[src/rtl/aud_irq_pkg.sv]
// Package: shared field positions for the interrupt aggregator.
// Assumes per-stream status and control fields share one bit layout.
package aud_irq_pkg;
    localparam int SRC_IOC  = 0;   // completion
    localparam int SRC_FIFO = 1;   // FIFO error
    localparam int SRC_DESC = 2;   // descriptor error
    localparam int SRC_W    = 3;

    localparam int RING_RESP = 0;  // response interrupt
    localparam int RING_OVR  = 1;  // overrun
    localparam int RING_W    = 2;

    typedef logic [SRC_W-1:0] strm_src_t;
endpackage

[src/rtl/aud_irq_ctrl_src.sv]
// Controller cause: combines qualified ring flags with codec state-change flags.
// Assumes all inputs are level flags held by their owners until cleared.
module aud_irq_ctrl_src
    import aud_irq_pkg::*;
#(
    parameter int NUM_CODECS = 15
)(
    input  logic [RING_W-1:0]     ring_sts,
    input  logic [RING_W-1:0]     ring_ctl,
    input  logic [NUM_CODECS-1:0] codec_sts,
    input  logic [NUM_CODECS-1:0] wake_en,
    output logic                  ctrl_cause
);
    logic ring_hit;
    logic codec_hit;
    logic wake_hit;

    // Qualify each source group and merge them into one controller cause.
    always_comb begin
        ring_hit   = ring_sts[RING_RESP] & ring_ctl[RING_RESP]
                   | ring_sts[RING_OVR]  & ring_ctl[RING_OVR];
        codec_hit  = |codec_sts;
        wake_hit   = |(codec_sts & wake_en);
        ctrl_cause = ring_hit | codec_hit | wake_hit;
    end
endmodule

[src/rtl/aud_irq_strm_src.sv]
// Stream causes: one bit per stream, set when any enabled status bit is set.
// Assumes status and control fields use the package bit layout.
module aud_irq_strm_src
    import aud_irq_pkg::*;
#(
    parameter int NUM_STREAMS = 8
)(
    input  logic [NUM_STREAMS-1:0][SRC_W-1:0] strm_sts,
    input  logic [NUM_STREAMS-1:0][SRC_W-1:0] strm_ctl,
    output logic [NUM_STREAMS-1:0]            strm_cause
);
    for (genvar s = 0; s < NUM_STREAMS; s++) begin : g_strm
        strm_src_t hit;
        // Qualify this stream's status with its own enables.
        always_comb begin
            hit = strm_sts[s] & strm_ctl[s];
            strm_cause[s] = hit[SRC_IOC] | hit[SRC_FIFO] | hit[SRC_DESC];
        end
    end
endmodule

[src/rtl/aud_irq_line_gate.sv]
// Line gate: decides the next interrupt level from the next status word.
// Assumes the global bit position is excluded from the enable mask.
module aud_irq_line_gate #(
    parameter int STS_W       = 32,
    parameter int NUM_STREAMS = 8,
    parameter int CTRL_BIT    = 30,
    parameter int GLOB_BIT    = 31
)(
    input  logic [STS_W-1:0] sts_next,
    input  logic [STS_W-1:0] int_ctl,
    output logic             irq_next
);
    localparam logic [STS_W-1:0] STRM_MASK = STS_W'((64'd1 << NUM_STREAMS) - 64'd1);
    localparam logic [STS_W-1:0] CTRL_MASK = STS_W'(64'd1 << CTRL_BIT);
    localparam logic [STS_W-1:0] EN_MASK   = STRM_MASK | CTRL_MASK;

    // Raise only with master enable and an individually enabled cause.
    always_comb begin
        irq_next = int_ctl[GLOB_BIT] & (|(sts_next & int_ctl & EN_MASK));
    end
endmodule

[src/rtl/aud_irq_aggr.sv]
// Interrupt aggregator top: builds the status word each cycle and registers
// it with the interrupt line. Assumes NUM_STREAMS <= CTRL_BIT < GLOB_BIT < STS_W.
module aud_irq_aggr
    import aud_irq_pkg::*;
#(
    parameter int NUM_STREAMS = 8,
    parameter int NUM_CODECS  = 15,
    parameter int STS_W       = 32,
    parameter int CTRL_BIT    = 30,
    parameter int GLOB_BIT    = 31
)(
    input  logic                              clk,
    input  logic                              rst_n,
    input  logic [RING_W-1:0]                 ring_sts,
    input  logic [RING_W-1:0]                 ring_ctl,
    input  logic [NUM_CODECS-1:0]             codec_sts,
    input  logic [NUM_CODECS-1:0]             wake_en,
    input  logic [NUM_STREAMS-1:0][SRC_W-1:0] strm_sts,
    input  logic [NUM_STREAMS-1:0][SRC_W-1:0] strm_ctl,
    input  logic [STS_W-1:0]                  int_ctl,
    output logic [STS_W-1:0]                  int_sts,
    output logic                              irq
);
    localparam int RSV_LO = NUM_STREAMS;
    localparam int RSV_HI = CTRL_BIT - 1;

    logic                   ctrl_cause;
    logic [NUM_STREAMS-1:0] strm_cause;
    logic [STS_W-1:0]       sts_next;
    logic                   irq_next;

    aud_irq_ctrl_src #(.NUM_CODECS(NUM_CODECS)) u_ctrl (
        .ring_sts   (ring_sts),
        .ring_ctl   (ring_ctl),
        .codec_sts  (codec_sts),
        .wake_en    (wake_en),
        .ctrl_cause (ctrl_cause)
    );

    aud_irq_strm_src #(.NUM_STREAMS(NUM_STREAMS)) u_strm (
        .strm_sts   (strm_sts),
        .strm_ctl   (strm_ctl),
        .strm_cause (strm_cause)
    );

    // Assemble the next status word; global bit summarises all others.
    always_comb begin
        sts_next                    = '0;
        sts_next[NUM_STREAMS-1:0]   = strm_cause;
        sts_next[CTRL_BIT]          = ctrl_cause;
        sts_next[GLOB_BIT]          = ctrl_cause | (|strm_cause);
    end

    aud_irq_line_gate #(
        .STS_W       (STS_W),
        .NUM_STREAMS (NUM_STREAMS),
        .CTRL_BIT    (CTRL_BIT),
        .GLOB_BIT    (GLOB_BIT)
    ) u_gate (
        .sts_next (sts_next),
        .int_ctl  (int_ctl),
        .irq_next (irq_next)
    );

    // Register status word and line; synchronous active-low clear.
    always_ff @(posedge clk) begin
        if (!rst_n) begin
            int_sts <= '0;
            irq     <= 1'b0;
        end else begin
            int_sts <= sts_next;
            irq     <= irq_next;
        end
    end


    rst_clear_chk: assert property (@(posedge clk)
        !rst_n |=> (int_sts == '0) && !irq);


    glob_sum_chk: assert property (@(posedge clk) disable iff (!rst_n)
        int_sts[GLOB_BIT] == (|int_sts[GLOB_BIT-1:0]));


    rsv_zero_chk: assert property (@(posedge clk) disable iff (!rst_n)
        int_sts[RSV_HI:RSV_LO] == '0);


    irq_master_chk: assert property (@(posedge clk) disable iff (!rst_n)
        $past(rst_n) && irq |-> $past(int_ctl[GLOB_BIT]));


    irq_cause_chk: assert property (@(posedge clk) disable iff (!rst_n)
        $past(rst_n) && irq |->
            (|(int_sts[NUM_STREAMS-1:0] & $past(int_ctl[NUM_STREAMS-1:0])))
            || (int_sts[CTRL_BIT] && $past(int_ctl[CTRL_BIT])));


    ring_cause_chk: assert property (@(posedge clk) disable iff (!rst_n)
        $past(rst_n) && $past(|(ring_sts & ring_ctl)) |-> int_sts[CTRL_BIT]);


    codec_cause_chk: assert property (@(posedge clk) disable iff (!rst_n)
        $past(rst_n) && $past(|codec_sts) |-> int_sts[CTRL_BIT]);

    for (genvar s = 0; s < NUM_STREAMS; s++) begin : g_chk

        strm_bit_chk: assert property (@(posedge clk) disable iff (!rst_n)
            $past(rst_n) |-> int_sts[s] == $past(|(strm_sts[s] & strm_ctl[s])));
    end
endmodule

[config.mk]
export PLATFORM = sky130hd
export DESIGN_NAME = aud_irq_aggr
export DESIGN_NICKNAME = d
export VERILOG_FILES = /design/src/rtl/aud_irq_pkg.sv /design/src/rtl/aud_irq_ctrl_src.sv /design/src/rtl/aud_irq_strm_src.sv /design/src/rtl/aud_irq_line_gate.sv /design/src/rtl/aud_irq_aggr.sv
export SDC_FILE = /design/constraint.sdc
export NUM_CORES = 1
export LEC_CHECK = 0
export ABC_AREA = 1
export BUFFER_PORTS_ARGS = -buffer_cell sky130_fd_sc_hd__buf_4
export CAP_MARGIN = 20
export CORE_MARGIN = 4
export CORE_UTILIZATION = 28
export DETAILED_ROUTE_END_ITERATION = 10
export MAX_ROUTING_LAYER = met4
export PLACE_DENSITY = 0.95
export REMOVE_ABC_BUFFERS = 1
export SLEW_MARGIN = 15
export SYNTH_ARGS = -nofsm -noshare
export SYNTH_HDL_FRONTEND = slang
export SYNTH_SLANG_ARGS = --single-unit
[constraint.sdc]
create_clock -name clk -period 1.6 [get_ports clk]
set_input_delay 0.16 -clock clk [delete_from_list [all_inputs] [get_ports clk]]
set_output_delay 0.16 -clock clk [all_outputs]
set_load 0.005 [all_outputs]
; Yosys cells after proc, flatten, opt, wreduce, memory -nomap -nowiden
; Cells that the tools add are included.
[word_totals]
ff_bits = 33
in_bits = 116
[op_classes]
bitwise_logic = 33
reduce_logical = 4
[op_table]
columns = op, n
row1 = $and 31x31->31, 1
row2 = $reduce_or 15->1, 2
row3 = $and 3x3->3, 8
row4 = $or 1x1->1, 20
row5 = $and 15x15->15, 1
row6 = $reduce_or 9->1, 1
row7 = $reduce_or 8->1, 1
row8 = $and 1x1->1, 3

; Depth between registers and ports, before layout
; Gate-level depths: netlist (run 1).
[logic_depth]
ltp_word = 7
ltp_mapped = 8

; Cells and area by module
; From an unflattened synthesis (run 1), not the netlist that was laid out.
[unflattened]
cells_unflattened = 134
area_unflattened_um2 = 789.5
[by_module_without_submodules]
columns = mod, n_inst, cells_each, area_each_um2, seq_area_each_um2
row1 = aud_irq_aggr, 1, 66, 516.7, 220.2
row2 = aud_irq_strm_src, 1, 32, 130.1, 0.0
row3 = aud_irq_ctrl_src, 1, 19, 72.6, 0.0
row4 = aud_irq_line_gate, 1, 17, 70.1, 0.0

; Worst setup path after synthesis (run 1)
; OpenSTA, ideal clock, no wires.
[synth_timing]
kind = in2reg
from = input codec_sts[13]
to = register irq
setup_ns = 0.109
t_arrival_ns = 0.651
required_ns = 1.491
setup_slack_ns = 0.841
path_stages = 8
path_buffers = 0
cell_sequence = nor2_1 nand2_1 nor2_1 nand3_1 nand2_1 nand3_1 nand2_1 inv_1
[synth_between]
elab_chain_cells = 6
word_cells_on_any_way = 8
[synth_lines]
columns = element, line_no
row1 = from (decl), aud_irq_aggr.sv:16  ; input logic [NUM_CODECS-1:0] codec_sts,
row2 = $reduce_or 15->1 / $and 15x15->15 (equally long branches), "aud_irq_ctrl_src.sv:22, aud_irq_ctrl_src.sv:23"
row3 = $or 1x1->1 / $reduce_or 15->1 (equally long branches), "aud_irq_ctrl_src.sv:24, aud_irq_ctrl_src.sv:23"
row4 = $or 1x1->1 *, aud_irq_ctrl_src.sv:24  ; ctrl_cause = ring_hit | codec_hit | wake_hit;
row5 = $and 31x31->31 *, aud_irq_line_gate.sv:19  ; irq_next = int_ctl[GLOB_BIT] & (|(sts_next & int_ctl & EN_MASK));
row6 = $reduce_or 9->1 *, aud_irq_line_gate.sv:19
row7 = $and 1x1->1 *, aud_irq_line_gate.sv:19
row8 = to (signal assigned), aud_irq_aggr.sv:72  ; irq <= irq_next;
row9 = to (decl), aud_irq_aggr.sv:22  ; output logic irq
; Every way passes the cells marked *; elsewhere a longest branch is shown, timed or not.
; A chain may end at the register's enable or synchronous reset.

; Worst setup path after layout (run 1)
[layout_timing]
from = register int_sts[3]
to = output int_sts[3]
[layout_rtl]
columns = element, line_no
row1 = from (decl), aud_irq_aggr.sv:21  ; output logic [STS_W-1:0] int_sts,
row2 = from (signal assigned), aud_irq_aggr.sv:71  ; int_sts <= sts_next;
; No word-level cell between the ends.

==> results of run 1 <==
[registers in the layout, indices dropped and copies added, names as in the netlist]
name,flops
irq,1
int_sts,10
[power by group]
group          leakage, nW  switching [mW]  internal (mW)
sequential          0.0920         0.00454          0.293
clock               0.0150          0.0783         0.0961
combinational        0.794           0.102          0.173
total                0.901           0.185          0.563
[synthesized netlist by cell type]
cell type	count	area [µm²]
nand2_1	57	214
buf_4	22	165
inv_1	13	48.8
nor2_1	13	48.8
dfxtp_1	11	220
nand3_1	6	30.0
nand3_2	4	40.0
nor2_2	2	12.5
buf_2	1	5.00
conb_1	1	3.75
nand4_1	1	6.26
[cells by family after synthesis]
family	share of synthesized area
AND/OR/NAND/NOR	0.443
buffers and inverters	0.276
flip-flops	0.277
other	0.00472
[per-stage QoR]
step	setup slack (ns)	instances	total power, mW	area, µm²
3_5_place_dp	0.598	249	0.581	1410
6_report	0.756	253	0.748	1440
3_3_place_gp	0.594	249	0.576	1410
2_1_floorplan	0.841	129	0.392	703
4_1_cts	0.741	253	0.759	1440
5_1_grt	0.729	253	0.797	1440
[worst max path at each step]
stage,slack [ns],end,start
floorplan,0.84,irq,codec_sts[13]
global placement,0.59,irq,strm_sts[18]
detailed placement,0.60,irq,strm_sts[3]
CTS,0.74,int_sts[31],int_sts[31]
global route,0.73,int_sts[31],int_sts[31]
finish,0.76,int_sts[3],int_sts[3]
[area by class of cell]
cell class,count,area (µm²),share of cell area
clock buffer,4,26.3,0.0183
inverter,13,48.8,0.0340
multi-input combinational,105,434,0.302
sequential,11,220,0.153
tap,31,38.8,0.0270
timing repair buffer,89,668,0.465
[metal layers]
| layer | share of wire | routed length, µm |
|---|---|---|
| met5 | 0 | 0 |
| met4 | 0.0079 | 19 |
| met3 | 0.094 | 225 |
| met2 | 0.58 | 1400 |
| met1 | 0.31 | 754 |
==> run summary, run 1 <==
post-synthesis cell type count: 11
Mapped Avg Cell Area: 6.06 µm²
Worst EP arrival: 0.68 ns
number of antenna diodes: 0
Seq/Total Area, Yosys: 0.277
total of max-cap violations: 0
WL/cell: 9.47 µm
Fmax achieved: 1180 MHz
initial antenna violation count: 0
Longest Clk Path Bufs: 2
Routed Antenna Nets: 0
Leak: 0.901 nW
die area: 3750 µm²
Final Hold Fails: 0
most common cell after layout, fill and taps aside: buf_4
hold endpoint: int_sts[0]
CP bufs+invs: 1
num rows: 19
Tmin final: 0.844 ns
Worst-path clk slew: 0.06 ns
critical path launch point type: flip-flop
hold path depth: 3
synthesis-to-layout area growth: 80.8%
commonest cells after routing, fill and taps aside: 89 x buf_4, 57 x nand2_1, 22 x conb_1, 13 x inv_1, 13 x nor2_1
Post CTS Setup Buffer Count: 0
total routed wirelength: 2400 µm
busiest grt layer: met2
Critical Path Fanout Max: 1
worst setup path class: reg -> out
Top delay family on crit path: flip-flops
chip height: 61.3 µm
Crit. path cell count: 1
met1 Use GR: 0.130
# setup viols final: 0
largest net degree at the start of global routing: 12
crit path cell chain: buf_4
Layout fillers: 274
CTS tree: done
slowest CP cell: dfxtp_1
DP HPWL: 2240 µm
GRT met2 Usage: 0.227
Vias per Instance: 3.94
Hold Crit Start: rst_n
Slew Viols, Final: 0
Final GP Congestion: 0.668
cts bufs inserted: 3
Ports: 149
Synth Register Bits: 11
WHS: 0.167 ns
slowest stage delay, CP: 0.30 ns
worst hold path type: in -> reg
hold buffer count at cts: 0
# resized after CTS: 0
drt first pass iters: 2
DR vias: 997
post-route setup TNS: 0 ns
GRT overflow: 0
Final nets: 339
die width: 61.3 µm
endpoint class of the critical path: output pin
Initial Util: 0.291
Critical Path RT: 1.44 ns
GR Util met3: 0.00629
cell count after synthesis: 131
Peak VDD IR: 0.000428 V
status: finished, final reports clean
port buffer count: 89
cell area power density: 521 nW/µm²
Tcrit/Tclk final: 0.528
Syn Std Cell Area: 795 µm²
global-route wire length before repair: 3290 µm
share of cells above drive strength 1: 0.441
vias in the first global route: 828
DRC: 0
Syn. warnings: 0
core footprint: 2730 µm²
# H-tree levels: 1
Finished Core Util: 0.525
initial drt markers: 20
root buf cell: clkbuf_4
unrepaired setup endpoints after global routing: no
clock sink count: 11
GRT Overall Usage: 0.121
Note: power is estimated with default switching activity, not from simulation.
==> run 2, diff against run 1 <==
- CORE_UTILIZATION: 28 -> 26
- PLACE_DENSITY: 0.95 -> 0.91
- clock period: 1.6 -> 0.8 ns (I/O delays scaled with it)
==> run summary, run 2 (same netlist as run 1, synthesis figures left out) <==
status: finished, final reports clean
area of the multi-input gates: 434 µm²
Slew Viols, Final: 0
Vias per Instance: 3.85
CTS tree: done
worst hold path type: in -> reg
Initial Util: 0.281
Ports: 149
Post CTS Setup Buffer Count: 0
dpl ws: -0.114 ns
total routed wirelength: 2490 µm
Fmax achieved: 1320 MHz
cell area after placement: 1470 µm²
Critical Path Fanout Max: 1
initial drt markers: 9
Top delay family on crit path: flip-flops
worst setup path class: reg -> out
DR vias: 1,006
DP HPWL: 2390 µm
WL/cell: 9.53 µm
Critical Path RT: 0.72 ns
DRC: 0
Tcrit/Tclk final: 0.950
share of cells above drive strength 1: 0.461
most common cell after layout, fill and taps aside: buf_4
cell area power density: 1030 nW/µm²
hold buffer count at cts: 0
Largest register FFs: 10
largest net degree at the start of global routing: 12
core footprint: 2830 µm²
Tmin final: 0.760 ns
Worst-path clk slew: 0.06 ns
initial antenna violation count: 0
Final GP Congestion: 0.735
Longest Clk Path Bufs: 2
Reg with most FFs: int_sts
commonest cells after routing, fill and taps aside: 97 x buf_4, 57 x nand2_1, 22 x conb_1, 13 x inv_1, 13 x nor2_1
dpl cells: 257
GRT Overall Usage: 0.125
critical path launch point type: flip-flop
Storage cell area: 220 µm²
slowest CP cell: dfxtp_1
final worst setup slack: 0.0404 ns
Worst EP arrival: 0.68 ns
Final nets: 347
number of antenna diodes: 0
clock sink count: 11
slowest stage delay, CP: 0.30 ns
Peak VDD IR: 0.000350 V
global-route wire length before repair: 4050 µm
chip height: 63.3 µm
root buf cell: clkbuf_4
crit path cell chain: buf_4
synthesis-to-layout area growth: 88.3%
die area: 4000 µm²
Layout fillers: 287
unrepaired setup endpoints after global routing: no
Final Hold Fails: 0
Post-Layout Cell Count: 261
CP bufs+invs: 1
Largest regs: int_sts x10, irq x1
post-layout instance area: 1500 µm²
port buffer count: 89
# resized after CTS: 0
drt first pass iters: 2
cts bufs inserted: 3
num rows: 19
Leak: 0.939 nW
vias in the first global route: 1,052
post-route setup TNS: 0 ns
endpoint class of the critical path: output pin
# H-tree levels: 1
GRT overflow: 0
Routed Antenna Nets: 0
total of max-cap violations: 0
# setup viols final: 0
die width: 63.3 µm
==> run 2: cell types whose count changed in the layout (fill, tap and decap cells not counted) <==
cell / before / now
buf_4: 89 / 97
==> run 2: area by class of cell <==
type / count / area share
clock buffer: 4 / 0.0176
inverter: 13 / 0.0326
multi-input combinational: 105 / 0.290
sequential: 11 / 0.147
tap: 31 / 0.0259
timing repair buffer: 97 / 0.487
==> run 2: worst paths after layout <==
check / startpoint / to / slack [ns] / cells after the start
hold / removal: int_ctl[31] / irq / 0.09 / 5
setup / recovery: int_sts[3] / int_sts[3] / 0.04 / 1
==> run 2: power by group <==
part           internal (mW)  leakage, nW  switching (mW)  total [mW]
clock network          0.192       0.0150           0.155       0.347
registers              0.587       0.0920         0.00864       0.595
logic                  0.387        0.832           0.212       0.599
total                   1.17        0.939           0.375        1.54
==> run 2: stage by stage <==
step | hold WS [ns] | power, mW | utilization
3_5_place_dp | 0.354 | 1.21 | 0.520
3_3_place_gp | 0.349 | 1.20 | 0.520
4_1_cts | 0.0811 | 1.56 | 0.529
2_1_floorplan | 0.178 | 0.783 | -
6_report | 0.0880 | 1.54 | 0.529
5_1_grt | 0.101 | 1.66 | 0.529
==> run 2: metal layers <==
| metal | GRT usage | vias to the layer above | share of wire |
|---|---|---|---|
| met5 | - | - | 0 |
| met4 | 0.0377 | 0 | 0 |
| met3 | 0.0178 | 0 | 0.090 |
| met2 | 0.260 | 47 | 0.60 |
| met1 | 0.114 | 415 | 0.31 |
| li1 | - | 544 | - |
==> run 3, diff against run 2 <==
- PLACE_DENSITY: 0.91 -> 0.86
==> run summary, run 3 (same netlist as run 1, synthesis figures left out) <==
Longest Clk Path Bufs: 2
GRT Overall Usage: 0.122
total routed wirelength: 2570 µm
slowest CP cell: dfxtp_1
status: finished, final reports clean
Leak: 0.932 nW
vias in the first global route: 937
share of cells above drive strength 1: 0.465
endpoint class of the critical path: output pin
Int Pwr: 1.16 mW
GRT overflow: 0
DP HPWL: 2400 µm
initial drt markers: 18
slowest stage delay, CP: 0.30 ns
Slew Viols, Final: 0
DR vias: 991
Crit. path cell count: 1
cts bufs inserted: 3
hold path depth: 5
crit path cell chain: buf_4
commonest cells after routing, fill and taps aside: 93 x buf_4, 57 x nand2_1, 22 x conb_1, 13 x inv_1, 13 x nor2_1
Top delay family on crit path: flip-flops
die area: 4000 µm²
Routed Antenna Nets: 0
Final GP Congestion: 0.720
Tmin final: 0.768 ns
CTS tree: done
most common cell after layout, fill and taps aside: buf_4
Finished Core Util: 0.527
Layout fillers: 285
worst setup path class: reg -> out
die width: 63.3 µm
Fmax achieved: 1300 MHz
Peak VDD IR: 0.000425 V
CP bufs+invs: 1
Tcrit/Tclk final: 0.960
global-route wire length before repair: 3820 µm
combinational power share: 0.381
switching share of power: 0.248
Final Hold Fails: 0
Critical Path RT: 0.72 ns
critical path launch point type: flip-flop
worst hold path type: in -> reg
synthesis-to-layout area growth: 87.7%
# H-tree levels: 1
root buf cell: clkbuf_4
clock sink count: 11
port buffer count: 89
Reg power frac: 0.388
drt first pass iters: 4
# setup viols final: 0
Reg with most FFs: int_sts
Worst EP arrival: 0.69 ns
P_sw: 0.383 mW
clock share of power: 0.231
WL/cell: 9.91 µm
Worst-path clk slew: 0.06 ns
number of antenna diodes: 0
Largest register FFs: 10
chip height: 63.3 µm
initial antenna violation count: 0
Post CTS Setup Buffer Count: 0
Storage cell area: 223 µm²
area of the multi-input gates: 434 µm²
cell area power density: 1040 nW/µm²
Largest regs: int_sts x10, irq x1
largest net degree at the start of global routing: 12
num rows: 19
Vias per Instance: 3.83
Initial Util: 0.281
Critical Path Fanout Max: 1
total of max-cap violations: 0
WHS: 0.0856 ns
DRC: 0
core footprint: 2830 µm²
post-route setup TNS: 0 ns
Ports: 149
total chip power: 1.55 mW
Final nets: 345
-- run 3: cell types whose count changed in the layout (fill, tap and decap cells not counted) --
cell	delta
dfxtp_1	-2
dfxtp_2	+2
buf_6	+2
buf_4	-4
-- run 3: power groups by stage --
| stage | clock (mW) | combinational (mW) | sequential [mW] |
|---|---|---|---|
| 6_report | 0.357 | 0.589 | 0.599 |
| 5_1_grt | 0.400 | 0.656 | 0.603 |
| 3_3_place_gp | 0 | 0.583 | 0.608 |
| 2_1_floorplan | 0 | 0.169 | 0.614 |
| 4_1_cts | 0.370 | 0.591 | 0.597 |
| 3_5_place_dp | 0 | 0.590 | 0.609 |
-- run 3: cell type report --
class | count | share of cell area
Clock buffer | 4 | 0.0176
Inverter | 13 | 0.0327
Multi-Input combinational cell | 105 | 0.291
Sequential cell | 11 | 0.149
Tap cell | 31 | 0.0260
Timing Repair Buffer | 95 | 0.483
-- run 3: what timing repair did --
item / in CTS / in global routing
hold buffers: 0 / 0
setup endpoints to repair: 0 / 2
hold endpoints to repair: 0 / 0
gates resized for setup: 0 / 4
-- run 3: per-stage QoR --
stage / instance area, µm² / setup slack, ns / instances
finish: 1490 / 0.0319 / 259
global route: 1490 / -0.00261 / 259
CTS: 1480 / 0.0192 / 259
detailed placement: 1460 / -0.125 / 255
global placement: 1460 / -0.119 / 255
floorplan: 703 / 0.121 / 129
-- run 3: worst paths after layout --
| path | slack (ns) | end | start |
|---|---|---|---|
| setup / recovery | 0.03 | int_sts[7] | int_sts[7] |
| hold / removal | 0.09 | irq | int_ctl[31] |
-- run 3: metal layers --
metal	routed length, µm	track usage	share of wire	vias to the layer above
met1	831	0.112	0.32	397
met2	1490	0.248	0.58	50
li1	-	-	-	540
met4	28	0.0566	0.011	0
met3	219	0.0124	0.085	4
met5	0	-	0	-
